**config.mk**
```make
export PLATFORM = sky130hd
export DESIGN_NAME = piso_shift_reg
export DESIGN_NICKNAME = d
export VERILOG_FILES = /design/src/rtl/piso_pkg.sv /design/src/rtl/piso_ctrl.sv /design/src/rtl/piso_stage.sv /design/src/rtl/piso_shift_reg.sv
export SDC_FILE = /design/constraint.sdc
export NUM_CORES = 1
export LEC_CHECK = 0
export BUFFER_PORTS_ARGS = -buffer_cell sky130_fd_sc_hd__clkbuf_2
export CORE_ASPECT_RATIO = 0.9
export CORE_MARGIN = 2
export CORE_UTILIZATION = 25
export CTS_CLUSTER_DIAMETER = 80
export DETAILED_ROUTE_END_ITERATION = 8
export GPL_TIMING_DRIVEN = 0
export PLACE_DENSITY = 0.4
export SLEW_MARGIN = 20
export SYNTH_ARGS = -nofsm -noshare
export SYNTH_HDL_FRONTEND = slang
export SYNTH_HIERARCHICAL = 1
export SYNTH_SLANG_ARGS = --single-unit
```
**constraint.sdc**
```tcl
create_clock -name clk_i -period 1.25 [get_ports clk_i]
set_input_delay 0.1875 -clock clk_i [delete_from_list [all_inputs] [get_ports clk_i]]
set_output_delay 0.1875 -clock clk_i [all_outputs]
set_load 0.01 [all_outputs]
```
**src/rtl/piso_pkg.sv**
```systemverilog
package piso_pkg;
  typedef enum logic [1:0] {
    MODE_HOLD  = 2'd0,
    MODE_LOAD  = 2'd1,
    MODE_SHIFT = 2'd2
  } mode_e;
endpackage

```
**src/rtl/piso_ctrl.sv**
```systemverilog
module piso_ctrl
  import piso_pkg::*;
(
  input  logic  en_ni,
  input  logic  load_ni,
  output mode_e mode_o
);
  // enable outranks the load/shift choice
  always_comb begin
    if (en_ni)         mode_o = MODE_HOLD;
    else if (!load_ni) mode_o = MODE_LOAD;
    else               mode_o = MODE_SHIFT;
  end
endmodule

```
**src/rtl/piso_stage.sv**
```systemverilog
module piso_stage
  import piso_pkg::*;
(
  input  logic  clk_i,
  input  logic  rst_ni,
  input  mode_e mode_i,
  input  logic  par_i,
  input  logic  prev_i,
  output logic  q_o
);
  always_ff @(posedge clk_i or negedge rst_ni) begin
    if (!rst_ni) begin
      q_o <= 1'b0;
    end else begin
      case (mode_i)
        MODE_LOAD:  q_o <= par_i;
        MODE_SHIFT: q_o <= prev_i;
        default:    q_o <= q_o;
      endcase
    end
  end
endmodule

```
**src/rtl/piso_shift_reg.sv**
```systemverilog
module piso_shift_reg
  import piso_pkg::*;
#(
  parameter int unsigned WIDTH = 8
) (
  input  logic             clk_i,
  input  logic             rst_ni,
  input  logic             en_ni,
  input  logic             load_ni,
  input  logic             ser_i,
  input  logic [WIDTH-1:0] par_i,
  output logic             ser_o
);
  localparam int unsigned LastIdx = WIDTH - 1;

  mode_e            mode;
  logic [WIDTH-1:0] stage_q;
  logic [WIDTH-1:0] prev_d;

  piso_ctrl u_ctrl (
    .en_ni  (en_ni),
    .load_ni(load_ni),
    .mode_o (mode)
  );

  // stage k is fed from stage k-1; stage 0 from the serial input
  assign prev_d = {stage_q[LastIdx-1:0], ser_i};

  for (genvar k = 0; k < WIDTH; k++) begin : g_stage
    piso_stage u_stage (
      .clk_i (clk_i),
      .rst_ni(rst_ni),
      .mode_i(mode),
      .par_i (par_i[k]),
      .prev_i(prev_d[k]),
      .q_o   (stage_q[k])
    );
  end

  assign ser_o = stage_q[LastIdx];
endmodule

```
==> metrics.md <==
| Metric | Value |
|---|---|
| Max incr delay on CP | 310 ps |
| GRT Resource Usage Total | 8.37% |
| Iter 0 DRT Violations | 3 |
| # setup viols final | 0 |
| Hold Startpoint | par_i[3] |
| Register area share after synthesis | 40.2% |
| Clk buf depth | 2 |
| Port bufs | 13 |
| Cells after synthesis | 50 |
| Distinct cell type count after synthesis | 8 |
| P_leak | 0.315 nW |
| Area of the multi-input gates | 270 um2 |
| R2R Setup Slk | 550 ps |
| Crit path from | en_ni |
| Worst Tran Pin Value | 328 ps |
| Peak supply drop | 0.486 mV |
| CTS Root Cell | clkbuf_4 |
| CTS Sinks | 8 |
| Worst slew margin | 78.1% |
| Via count | 376 |
| Critical path depth in cells | 6 |
| Remaining antenna violation count | 0 |
| Clk_lat worst skew | 250 ps |
| Final Core Density | 33.2% |
| Max reg flops | 8 |
| Final hold vios | 0 |
| RSZ-0062 raised after global routing | false |
| CP max-delay cell | ha_1 |
| First-pass iteration count of the detailed router | 2 |
| Nets | 90 |
| Largest net degree at the start of global routing | 9 |
| Num rows | 15 |
| Run status | finished, final reports clean |
| Buf+Inv Stages, Crit Path | 2 |
| Worst path required time | 1380 ps |
| Sequential cell area | 200 um2 |
| Place WS | -190 ps |
| Crit-path cells | clkbuf_2 -> nor2_2 -> inv_1 -> ha_1 -> nand2_1 -> o21ai_1 |
| Min-Delay Path Depth | 3 |
| Core area | 1900 um2 |
| Synth Warn # | 6 |
| Yosys top cell area share | 40.2% |
| Synthesized flop and latch total | 8 |
| R2R Path Start | g_stage[1].u_stage/q_o |
| Avg Cell Area, Syn | 9.96 um2 |
| Antenna violations before repair | 0 |
| Crit-path max FO | 8 |
| Worst Setup Path Type | in -> reg |
| Routability cong. | 0.611 |
| N_diodes | 0 |
| Post-Syn Area | 498 um2 |
| Max_cap viols | 0 |
| Height of the die | 46.3 um |
| First-pass GRT wire length | 1290 um |
| CTS tree | yes |
| Top Registers | g_stage.u_stage/q_o x8 |
| Average wire per standard cell | 8.98 um |
| Post-synth EDFFs | 0 |
| Final min period | 968 ps |
| Synth area leaders | dfrtp_1 (40%), ha_1 (20%), mux2i_1 (16%), o21ai_1 (8.0%), inv_1 (6.0%) |
| Die area | 2370 um2 |
| Worst hold path class | in -> reg |
| Vias in the first global route | 324 |
| Chip Width | 51.0 um |
| Mapped Nets | 71 |
| Initial core utilization | 26.3% |
| Cts bufs inserted | 3 |
| Final Cycle Share | 77.5% |
| Area growth syn-to-layout | 26.4% |
| Leading area contributor after synthesis | dfrtp_1 |
| Final Max Slew Viols | 0 |
| Vias/cell | 4.09 |
| Post-synth ARST share | 100% |
| DRC Markers | 0 |
| Post-synth top flop | dfrtp_1 |
| CP arrival | 1100 ps |
| Boundary pin count | 14 |
| Worst clock skew | 5.73 ps |
| CTS H-tree lvls | 1 |
| Worst R2R Path Depth | 2 |
| Achievable frequency | 1.03 GHz |
| Total grt overflow | 0 |
| CP delay by family, top | simple AND/OR/NAND/NOR gates |
| Biggest register | g_stage.u_stage/q_o |
| Startpoint types | primary input |
| PnR worst setup slack | 282 ps |
| Fillers | 203 |
| Clock-pin slew on the worst setup and hold paths | 50 ps |
| Post-Route WL | 826 um |
| Pwr dens | 1070 nW/um2 |
| Critical path endpoint category | register |
| Layout cells sized above 1 | 26.9% |
## per-layer routing
| metal | share of wire (%) | up-vias | GRT usage, % |
|---|---|---|---|
| met5 | 0 | - | 0 |
| met4 | 0 | 0 | 4.86 |
| met3 | 5.9 | 0 | 5.84 |
| met2 | 45 | 8 | 11.7 |
| met1 | 49 | 167 | 9.36 |
| li1 | - | 201 | - |
## cells in the final DEF (no fill, tap or decap), drive strengths merged
master	count
nand2	8
dfrtp	8
clkbuf	16
inv	8
dlygate4sd3	1
mux2i	8
o21ai	8
ha	8
nor2	1
nor2b	1
## where the power goes
part,total [mW],switching (mW),internal [mW],leakage (nW)
sequential,0.334,0.0243,0.310,0.0987
combinational,0.151,0.0755,0.0759,0.203
clock,0.190,0.0810,0.109,0.0138
total,0.676,0.181,0.495,0.315
## repair_timing
action | in CTS | in global routing
hold buffers | 1 | 0
resized for setup | 0 | 1
hold endpoints to repair | 8 | 0
buffers inserted | 0 | 0
setup endpoints to repair | 0 | 6
## per-stage QoR
step	cell area [um2]	hold WS [ps]	cells	power, mW	setup TNS (ps)
after global placement	594	52.2	88	0.489	-1110
after CTS	627	198	92	0.696	0
final	629	211	92	0.676	0
after floorplan	498	-108	50	0.436	0
after detailed placement	594	52.3	88	0.491	-1430
after global routing	629	209	92	0.736	0
## worst register-to-register path, cell delays in order (launching register included)
cell and delay (ps):
dfrtp_1 370, mux2i_1 140, o21ai_1 80
## worst paths after layout
check / endpoint
max in group asynchronous: g_stage[4].u_stage/q_o
min reg2reg: g_stage[5].u_stage/q_o
max: g_stage[7].u_stage/q_o
min: g_stage[3].u_stage/q_o
min in group asynchronous: g_stage[3].u_stage/q_o
max reg2reg: g_stage[2].u_stage/q_o
## cell families (layout without fill, tap and decap cells)
| group | Yosys count | in the layout | share of synthesized area (%) |
|---|---|---|---|
| fa+ha+maj | 8 | 8 | 20.1 |
| compound gates | 8 | 8 | 8.04 |
| simple gates | 10 | 10 | 9.55 |
| buf+inv | 8 | 25 | 6.03 |
| mux | 8 | 8 | 16.1 |
| flops | 8 | 8 | 40.2 |
## final cells by class
type | instances | share of cell area (%)
timing repair buffer | 14 | 11.9
tap | 25 | 4.97
inverter | 8 | 4.77
multi-input combinational | 34 | 42.9
sequential | 8 | 31.8
clock buffer | 3 | 3.58
Note: power is estimated with default switching activity, not from simulation.
